### config.mk
export PLATFORM = sky130hd
export DESIGN_NAME = pixel_bus_router
export DESIGN_NICKNAME = d
export VERILOG_FILES = /design/src/rtl/prb_pkg.sv /design/src/rtl/prb_ctrl_reg.sv /design/src/rtl/prb_packer.sv /design/src/rtl/prb_delay_line.sv /design/src/rtl/prb_sync_sel.sv /design/src/rtl/pixel_bus_router.sv
export SDC_FILE = /design/constraint.sdc
export NUM_CORES = 1
export LEC_CHECK = 0
export CAP_MARGIN = 0
export CORE_MARGIN = 8
export CORE_UTILIZATION = 35
export DETAILED_ROUTE_END_ITERATION = 6
export PLACE_DENSITY_LB_ADDON = 0.12
export SLEW_MARGIN = 30
export SYNTH_ARGS = -nofsm -noshare
export SYNTH_HDL_FRONTEND = slang
export SYNTH_SLANG_ARGS = --single-unit
### constraint.sdc
create_clock -name clk_i -period 3.01 [get_ports clk_i]
set_input_delay 0.602 -clock clk_i [delete_from_list [all_inputs] [get_ports clk_i]]
set_output_delay 0.602 -clock clk_i [all_outputs]
set_load 0.05 [all_outputs]
### src/rtl/prb_pkg.sv
package prb_pkg;
  typedef enum logic [1:0] {
    MODE_A10     = 2'b00,
    MODE_CB20    = 2'b01,
    MODE_CAB24   = 2'b10,
    MODE_A10_DLY = 2'b11
  } pd_mode_e;

  // bit order mirrors ctrl_i
  typedef struct packed {
    pd_mode_e   mode;
    logic [1:0] dly;
    logic [1:0] rsvd;
    logic       ref_gen;
    logic       sync_gen;
  } ctrl_t;
endpackage

### src/rtl/prb_ctrl_reg.sv
module prb_ctrl_reg
  import prb_pkg::*;
(
  input  logic  clk_i,
  input  logic  rst_ni,
  input  ctrl_t ctrl_i,
  output ctrl_t ctrl_q_o
);
  always_ff @(posedge clk_i or negedge rst_ni) begin
    if (!rst_ni) ctrl_q_o <= '0;
    else         ctrl_q_o <= ctrl_i;
  end
endmodule

### src/rtl/prb_packer.sv
module prb_packer
  import prb_pkg::*;
#(
  parameter int BUS_W = 10,
  parameter int PIX_W = 24
) (
  input  pd_mode_e           mode_i,
  input  logic [BUS_W-1:0]   a_i,
  input  logic [BUS_W-1:0]   b_i,
  input  logic [BUS_W-1:0]   c_i,
  output logic [PIX_W-1:0]   pix_o
);
  localparam int LSB_W = PIX_W - 2*BUS_W;

  always_comb begin
    pix_o = '0;
    unique case (mode_i)
      MODE_A10, MODE_A10_DLY: pix_o[BUS_W-1:0] = a_i;
      MODE_CB20: begin
        pix_o[2*BUS_W-1:BUS_W] = c_i;
        pix_o[BUS_W-1:0]       = b_i;
      end
      MODE_CAB24: begin
        pix_o[PIX_W-1 -: BUS_W]       = c_i;
        pix_o[PIX_W-BUS_W-1 -: BUS_W] = a_i;
        pix_o[LSB_W-1:0]              = b_i[LSB_W-1:0];
      end
      default: pix_o = '0;
    endcase
  end
endmodule

### src/rtl/prb_delay_line.sv
module prb_delay_line #(
  parameter int W       = 24,
  parameter int MAX_DLY = 3,
  localparam int SEL_W  = (MAX_DLY < 1) ? 1 : $clog2(MAX_DLY + 1)
) (
  input  logic             clk_i,
  input  logic             rst_ni,
  input  logic [W-1:0]     d_i,
  input  logic [SEL_W-1:0] sel_i,
  output logic [W-1:0]     q_o
);
  logic [W-1:0] stg [MAX_DLY+1];

  // stage 0 is the alignment register shared with the sync path
  for (genvar k = 0; k <= MAX_DLY; k++) begin : g_stage
    always_ff @(posedge clk_i or negedge rst_ni) begin
      if (!rst_ni)     stg[k] <= '0;
      else if (k == 0) stg[k] <= d_i;
      else             stg[k] <= stg[(k == 0) ? 0 : k-1];
    end
  end

  always_comb begin
    if (int'(sel_i) > MAX_DLY) q_o = stg[MAX_DLY];
    else                       q_o = stg[sel_i];
  end
endmodule

### src/rtl/prb_sync_sel.sv
module prb_sync_sel (
  input  logic clk_i,
  input  logic rst_ni,
  input  logic sync_gen_i,
  input  logic ref_gen_i,
  input  logic ext_h_i,
  input  logic ext_v_i,
  input  logic gen_h_i,
  input  logic gen_v_i,
  input  logic ext_ref_i,
  input  logic gen_ref_i,
  output logic h_o,
  output logic v_o,
  output logic ref_o
);
  always_ff @(posedge clk_i or negedge rst_ni) begin
    if (!rst_ni) begin
      h_o   <= 1'b0;
      v_o   <= 1'b0;
      ref_o <= 1'b0;
    end else begin
      h_o   <= sync_gen_i ? gen_h_i : ext_h_i;
      v_o   <= sync_gen_i ? gen_v_i : ext_v_i;
      ref_o <= ref_gen_i ? gen_ref_i : ext_ref_i;
    end
  end
endmodule

### src/rtl/pixel_bus_router.sv
module pixel_bus_router
  import prb_pkg::*;
#(
  parameter int BUS_W       = 10,
  parameter int PIX_W       = 24,
  parameter int MAX_DLY     = 3,
  parameter int EXT_REF_BIT = 2
) (
  input  logic             clk_i,
  input  logic             rst_ni,
  input  logic [7:0]       ctrl_i,
  input  logic [BUS_W-1:0] bus_a_i,
  input  logic [BUS_W-1:0] bus_b_i,
  input  logic [BUS_W-1:0] bus_c_i,
  input  logic             ext_hsync_i,
  input  logic             ext_vsync_i,
  input  logic             gen_hsync_i,
  input  logic             gen_vsync_i,
  input  logic             gen_ref_i,
  output logic [PIX_W-1:0] pix_o,
  output logic             hsync_o,
  output logic             vsync_o,
  output logic             ref_o
);
  localparam int SEL_W = (MAX_DLY < 1) ? 1 : $clog2(MAX_DLY + 1);

  ctrl_t             ctrl_q;
  logic [PIX_W-1:0]  packed_pix;
  logic [SEL_W-1:0]  tap_sel;

  prb_ctrl_reg u_ctrl (
    .clk_i   (clk_i),
    .rst_ni  (rst_ni),
    .ctrl_i  (ctrl_t'(ctrl_i)),
    .ctrl_q_o(ctrl_q)
  );

  prb_packer #(.BUS_W(BUS_W), .PIX_W(PIX_W)) u_pack (
    .mode_i(ctrl_q.mode),
    .a_i   (bus_a_i),
    .b_i   (bus_b_i),
    .c_i   (bus_c_i),
    .pix_o (packed_pix)
  );

  // only the delayed mode honours the delay field
  assign tap_sel = (ctrl_q.mode == MODE_A10_DLY) ? SEL_W'(ctrl_q.dly) : '0;

  prb_delay_line #(.W(PIX_W), .MAX_DLY(MAX_DLY)) u_dly (
    .clk_i (clk_i),
    .rst_ni(rst_ni),
    .d_i   (packed_pix),
    .sel_i (tap_sel),
    .q_o   (pix_o)
  );

  prb_sync_sel u_sync (
    .clk_i     (clk_i),
    .rst_ni    (rst_ni),
    .sync_gen_i(ctrl_q.sync_gen),
    .ref_gen_i (ctrl_q.ref_gen),
    .ext_h_i   (ext_hsync_i),
    .ext_v_i   (ext_vsync_i),
    .gen_h_i   (gen_hsync_i),
    .gen_v_i   (gen_vsync_i),
    .ext_ref_i (bus_b_i[EXT_REF_BIT]),
    .gen_ref_i (gen_ref_i),
    .h_o       (hsync_o),
    .v_o       (vsync_o),
    .ref_o     (ref_o)
  );
endmodule

==> results of run 1 <==
## logic make-up after synthesis
kind of cell | count (synthesis) | share of synthesized area
compound gates | 78 | 0.1374
fa+ha+maj | 3 | 0.009909
mux | 3 | 0.008916
buf+inv | 24 | 0.03303
simple gates | 99 | 0.1172
flops | 105 | 0.6935
## where the power goes
group | leakage, nW | total, mW | switching (mW) | internal, mW
clock | 0.106 | 0.897 | 0.496 | 0.401
sequential | 1.36 | 1.56 | 0.0461 | 1.51
combinational | 0.749 | 0.553 | 0.306 | 0.247
total | 2.21 | 3.01 | 0.849 | 2.16
## sequential cells by signal, summed over array words and instances, names as in the netlist
signal           count
u_ctrl.ctrl_q_o      6
u_dly.stg           96
u_sync.h_o           1
u_sync.ref_o         1
u_sync.v_o           1
## placed cells by master (no fill, tap or decap)
master / count
clkinv_4: 3
a31oi_1: 24
nand2_1: 60
buf_4: 7
a22oi_1: 16
o21ai_0: 14
inv_1: 2
nor2_1: 10
clkbuf_8: 9
buf_12: 26
bufinv_16: 1
inv_6: 2
clkdlybuf4s50_1: 44
a211oi_1: 24
ha_1: 3
nor2b_1: 24
and2_2: 1
mux2_2: 3
dfrtp_1: 105
and2_1: 4
inv_8: 1
## routing by layer
metal	vias to the layer above	global-route usage	part of all wire
met5	-	0	0
met4	0	0.03435	0.013
met3	10	0.04509	0.045
met2	49	0.1900	0.46
met1	1191	0.1704	0.48
li1	1205	-	-
## critical path: stages (launching register included)
cell	delay, ns
dfrtp_1	0.42
ha_1	0.26
nand2_1	0.32
buf_4	0.25
nand2_1	0.07
a31oi_1	0.32
buf_12	0.19
## area by class of cell
class | instances | area share
Sequential cell | 105 | 0.5183
Clock buffer | 9 | 0.02443
Inverter | 2 | 0.001481
Timing Repair Buffer | 77 | 0.1999
Tap cell | 140 | 0.03455
Multi-Input combinational cell | 183 | 0.2046
Clock inverter | 7 | 0.01678
## final timing paths
kind	end	from	slack, ns
max	pix_o[17]	u_ctrl.ctrl_q_o[6]$_DFF_PN0_	0.21
min	u_ctrl.ctrl_q_o[6]$_DFF_PN0_	rst_ni	0.23
max reg2reg	u_dly.stg[73]$_DFF_PN0_	u_ctrl.ctrl_q_o[6]$_DFF_PN0_	1.27
min reg2reg	u_dly.stg[29]$_DFF_PN0_	u_dly.stg[53]$_DFF_PN0_	0.37
max in group asynchronous	u_dly.stg[50]$_DFF_PN0_	rst_ni	2.06
min in group clk_i	u_dly.stg[29]$_DFF_PN0_	u_dly.stg[53]$_DFF_PN0_	0.37
==> key figures, run 1 <==
Status
  • Status: complete, no violations

Placed design
  • DP HPWL: 5.814 mm
  • Dpl cell area: 0.004860 mm^2
  • Final Wtd Congestion: 0.7377
  • Setup slack at placement: 0.5343 ns
  • Cell Count Post-Placement: 507
  • Port buffer count: 69

Timing
  • Max frequency: 356.9 MHz
  • RSZ-0062 raised after global routing: false
  • Max-slew violation count: 0
  • Endpoints failing setup: 0
  • Min Tclk post-route: 2.802 ns
  • Final hold viol count: 0
  • Final worst slack: 0.2079 ns
  • Max Clock Skew: 0.01627 ns
  • Worst-margin pin slew: 0.8326 ns
  • Period utilization: 0.9309
  • Post-Route Setup TNS: 0 ns
  • Worst slew margin: 0.4449
  • Hold Slack: 0.2285 ns

CTS
  • Setup bufs post-CTS: 0
  • CTS max path bufs: 2
  • CTS Buf Count: 9
  • CTS Hold Bufs: 0
  • CTS tree: yes
  • CTS root buffer: clkbuf_8
  • Clock tree sinks: 105
  • Clk_lat worst skew: 0.37 ns
  • Resized cells post-CTS: 0
  • CTS clk-pin slew, worst paths: 0.11 ns
  • H-tree depth: 3

Logic synthesis
  • Yosys top cell by area: dfrtp_1
  • Most common cell in the netlist: dfrtp_1
  • Syn Std Cell Area: 0.003789 mm^2
  • Yosys reg bits: 105
  • Synth cell count leaders: 105 x dfrtp_1, 60 x nand2_1, 24 x a211oi_1, 24 x a31oi_1, 24 x nor2b_1
  • Syn nets: 360
  • Cell variety after synth: 16
  • Ranking of synthesized cells by area: dfrtp_1 69%, nand2_1 5.9%, a211oi_1 4.8%
  • Mapped Cells: 312
  • Post-synth EDFFs: 0
  • Sequential-to-total area share from yosys stat: 0.6935
  • Synth warn: 0
  • Post-synth top flop: dfrtp_1
  • Yosys top cell area share: 0.6935
  • Mean Syn Cell Area: 12.14 um^2
  • Post-synth ARST share: 1.000

Cells and area
  • Post-route insts no fill: 523
  • Synth-to-layout area growth: 33.82%
  • Ant. Diodes: 0
  • Fillers: 1,010
  • Multi-input gate area: 0.001037 mm^2
  • Post-route cell area: 0.005070 mm^2
  • Register Area: 0.002628 mm^2
  • Share of layout cells above drive strength 1: 0.1384
  • Final #Nets: 426
  • Util after Layout: 0.4739

GRT
  • Vias in the first global route: 2,692
  • Global Route Usage Sum: 0.1268
  • GRT overflow: 0
  • Initial antenna violation count: 0
  • First-pass GRT wire length: 14.41 mm
  • Pin count of the biggest net entering global routing: 61

Floorplan
  • Die Width: 120.0 um
  • Die height: 120.0 um
  • Core Area: 0.01070 mm^2
  • Starting Density: 0.3542
  • Num rows: 38
  • Die area: 0.01441 mm^2
  • I/O pin cnt: 72

Power and ir drop
  • P_leak: 2.214 nW
  • PwrDens: 593.6 mW/mm^2
  • Worst IR drop on VDD: 201.6 uV
  • Pwr Total: 3.010 mW

Route
  • Vias post-DR: 2,455
  • Avg WL per Cell: 16.27 um
  • Initial drt markers: 129
  • Pre-Repair DR Iteration Count: 4
  • Via density: 4.694
  • Post-Route WL: 8.509 mm
  • Drt drc: 0
  • Final antenna-violating net count: 0

Critical path
  • WP data required: 2.41 ns
  • Crit. End Element: output pin
  • Setup CP Type: flip-flop to output pin
  • Arr. time, crit path: 2.20 ns
  • Worst Path Max Fanout: 10
  • CP Launch Type: flip-flop
  • Reg2Reg Depth: 4

Hold path
  • Hold Path Class: input port to async pin

Run
  • Number of max-cap violations: 0
Power figures use the tool's default switching activity.
==> inputs of run 2 (changes only) <==
--- a/config.mk
+++ b/config.mk
@@ -6,7 +6,6 @@
 export NUM_CORES = 1
 export LEC_CHECK = 0
 export CAP_MARGIN = 0
-export CORE_MARGIN = 8
 export CORE_UTILIZATION = 35
 export DETAILED_ROUTE_END_ITERATION = 6
 export PLACE_DENSITY_LB_ADDON = 0.12
==> run 2 against run 1 <==
Register-to-register slack worse by 0.02 ns. Core utilization grew 1.2 points. Critical path depth unchanged. Combinational power decreased by 1%. Setup slack got worse by 0.0089 ns. Sequential share of layout area up 0.12 points. Hold slack better by 0.013 ns. Global-route usage grew 2.7 points. Via count up 0.29%. Critical endpoint is now pix_o[11]. Largest cell class unchanged.
==> key figures, run 2 (synthesis gave the netlist of run 1 again) <==
Status
  • Status: complete, no violations (unchanged)

Floorplan
  • Starting Density: 0.3637 (was 0.3542)
  • I/O pin cnt: 72 (unchanged)
  • Core Area: 0.01042 mm^2 (was 0.01070 mm^2)
  • Die area: 0.01124 mm^2 (was 0.01441 mm^2)
  • Die Width: 106.0 um (was 120.0 um)
  • Num rows: 37 (was 38)
  • Die height: 106.0 um (was 120.0 um)

Timing
  • Max frequency: 355.7 MHz (was 356.9 MHz)
  • Max-slew violation count: 0 (unchanged)
  • Worst-margin pin slew: 0.8385 ns (was 0.8326 ns)
  • Max Clock Skew: 0.01018 ns (was 0.01627 ns)
  • Worst slew margin: 0.4410 (was 0.4449)
  • Min Tclk post-route: 2.811 ns (was 2.802 ns)
  • Final hold viol count: 0 (unchanged)
  • Post-Route Setup TNS: 0 ns (unchanged)
  • RSZ-0062 raised after global routing: false (unchanged)
  • Final worst slack: 0.1990 ns (was 0.2079 ns)
  • Period utilization: 0.9339 (was 0.9309)
  • Endpoints failing setup: 0 (unchanged)

Power and ir drop
  • Int Power: 2.170 mW (was 2.161 mW)
  • Net Sw Power: 804.0 uW (was 848.6 uW)
  • P_leak: 2.214 nW (about the same)
  • PwrDens: 587.9 mW/mm^2 (was 593.6 mW/mm^2)
  • Switch share: 0.2704 (was 0.2820)
  • Sequential share of power: 0.525 (was 0.518)
  • Worst IR drop on VDD: 242.0 uV (was 201.6 uV)
  • Combinational share of power: 0.184 (about the same)
  • Clock power frac: 0.291 (was 0.298)

Critical path
  • CP Launch Type: flip-flop (unchanged)
  • Worst Path Max Fanout: 16 (was 10)
  • Arr. time, crit path: 2.21 ns (was 2.20 ns)
  • Setup CP Type: flip-flop to output pin (unchanged)
  • WP data required: 2.41 ns (about the same)
  • Crit. End Element: output pin (unchanged)

CTS
  • Clk_lat worst skew: 0.35 ns (was 0.37 ns)
  • H-tree depth: 3 (unchanged)
  • Setup bufs post-CTS: 0 (unchanged)
  • CTS root buffer: clkbuf_8 (unchanged)
  • Clock tree sinks: 105 (unchanged)
  • CTS Hold Bufs: 0 (unchanged)
  • Resized cells post-CTS: 0 (unchanged)
  • CTS clk-pin slew, worst paths: 0.10 ns (was 0.11 ns)
  • CTS tree: yes (unchanged)
  • CTS max path bufs: 2 (unchanged)
  • CTS Buf Count: 9 (unchanged)

Route
  • Post-Route WL: 7.902 mm (was 8.509 mm)
  • Via density: 4.726 (was 4.694)
  • Final antenna-violating net count: 0 (unchanged)
  • Drt drc: 0 (unchanged)
  • Vias post-DR: 2,462 (was 2,455)
  • Pre-Repair DR Iteration Count: 4 (unchanged)
  • Avg WL per Cell: 15.17 um (was 16.27 um)
  • Initial drt markers: 67 (was 129)

Cells and area
  • Largest register FFs: 96 (unchanged)
  • Regs by FF count: u_dly.stg: 96 flops, u_ctrl.ctrl_q_o: 6 flops (unchanged)
  • Most frequent cells in the layout: 105 x dfrtp_1, 60 x nand2_1, 44 x clkdlybuf4s50_1, 25 x buf_12 (was 105 x dfrtp_1, 60 x nand2_1, 44 x clkdlybuf4s50_1, 26 x buf_12)
  • Commonest non-fill, non-tap cell in the layout: dfrtp_1 (unchanged)
  • Final #Nets: 428 (was 426)
  • Register Area: 0.002628 mm^2 (unchanged)
  • Synth-to-layout area growth: 33.52% (was 33.82%)
  • Ant. Diodes: 0 (unchanged)
  • Fillers: 971 (was 1,010)
  • Share of layout cells above drive strength 1: 0.1351 (was 0.1384)
  • Multi-input gate area: 0.001036 mm^2 (was 0.001037 mm^2)
  • Most flops, register: u_dly.stg (unchanged)

Placed design
  • Port buffer count: 69 (unchanged)
  • Setup slack at placement: 0.5352 ns (was 0.5343 ns)
  • DP HPWL: 5.336 mm (was 5.814 mm)
  • Final Wtd Congestion: 0.7534 (was 0.7377)

GRT
  • Initial antenna violation count: 0 (unchanged)
  • Global Route Usage Sum: 0.1535 (was 0.1268)
  • GRT overflow: 0 (unchanged)
  • First-pass GRT wire length: 13.08 mm (was 14.41 mm)
  • Pin count of the biggest net entering global routing: 72 (was 61)
  • Vias in the first global route: 2,488 (was 2,692)

Run
  • Number of max-cap violations: 0 (unchanged)

Hold path
  • Hold Path Class: input port to async pin (unchanged)
==> run 2: cell types whose count changed in the layout (fill, tap and decap cells not counted), sizes merged <==
cell	previous run	this run
buf	33	35
inv	5	2
clkbuf	9	12
==> run 2: metal layers <==
layer / wire, um / up-vias / share of wire / global-route usage
met5: 0 / - / 0 / 0
met1: 3951 / 1188 / 0.50 / 0.2154
met2: 3523 / 56 / 0.45 / 0.2316
li1: - / 1213 / - / -
met3: 368 / 5 / 0.047 / 0.04782
met4: 58 / 0 / 0.0073 / 0.03869
==> run 2: cell type report <==
class                   count  area share
clock inverters             4     0.01039
clock buffers              12     0.02869
multi-input cells         183      0.2048
well taps                 136     0.03364
repair buffers             79      0.2016
flip-flops and latches    105      0.5194
inverters                   2    0.001484
==> run 2: worst paths after layout <==
| path | from | endpoint | slack [ns] | depth (start not counted) |
|---|---|---|---|---|
| min reg2reg | u_dly.stg[52]$_DFF_PN0_ | u_dly.stg[28]$_DFF_PN0_ | 0.37 | 0 |
| max reg2reg | u_ctrl.ctrl_q_o[6]$_DFF_PN0_ | u_dly.stg[73]$_DFF_PN0_ | 1.25 | 3 |
| min in group clk_i | u_dly.stg[52]$_DFF_PN0_ | u_dly.stg[28]$_DFF_PN0_ | 0.37 | 0 |
| min | rst_ni | u_sync.v_o$_DFF_PN0_ | 0.24 | 1 |
| max in group asynchronous | rst_ni | u_dly.stg[68]$_DFF_PN0_ | 2.12 | 2 |
| max | u_ctrl.ctrl_q_o[7]$_DFF_PN0_ | pix_o[11] | 0.20 | 6 |
==> run 2: power groups by stage <==
| stage | sequential [mW] | clock [mW] | combinational (mW) |
|---|---|---|---|
| final | 1.56 | 0.866 | 0.547 |
| after global routing | 1.57 | 0.954 | 0.584 |
| after CTS | 1.56 | 0.892 | 0.556 |
| after detailed placement | 1.59 | 0 | 0.555 |
| after global placement | 1.58 | 0 | 0.553 |
| after floorplan | 1.58 | 0 | 0.253 |
==> run 2: through the flow <==
stage / power (mW) / hold slack [ns] / area (um^2) / instances / utilization
4_1_cts: 3.010 / 0.3705 / 5055 / 521 / 0.4853
6_report: 2.974 / 0.2411 / 5059 / 521 / 0.4856
3_5_place_dp: 2.145 / 0.3509 / 4857 / 505 / 0.4663
3_3_place_gp: 2.137 / 0.3496 / 4857 / 505 / 0.4663
5_1_grt: 3.111 / 0.2727 / 5059 / 521 / 0.4856
2_1_floorplan: 1.837 / 0.3064 / 3789 / 312 / -
==> run 2: critical path, cell delays in order, from the launching register on <==
cell and delay (ns):
dfrtp_1 0.39, ha_1 0.21, and2_1 0.43, buf_12 0.21
nand2_1 0.06, a31oi_1 0.36, buf_12 0.19
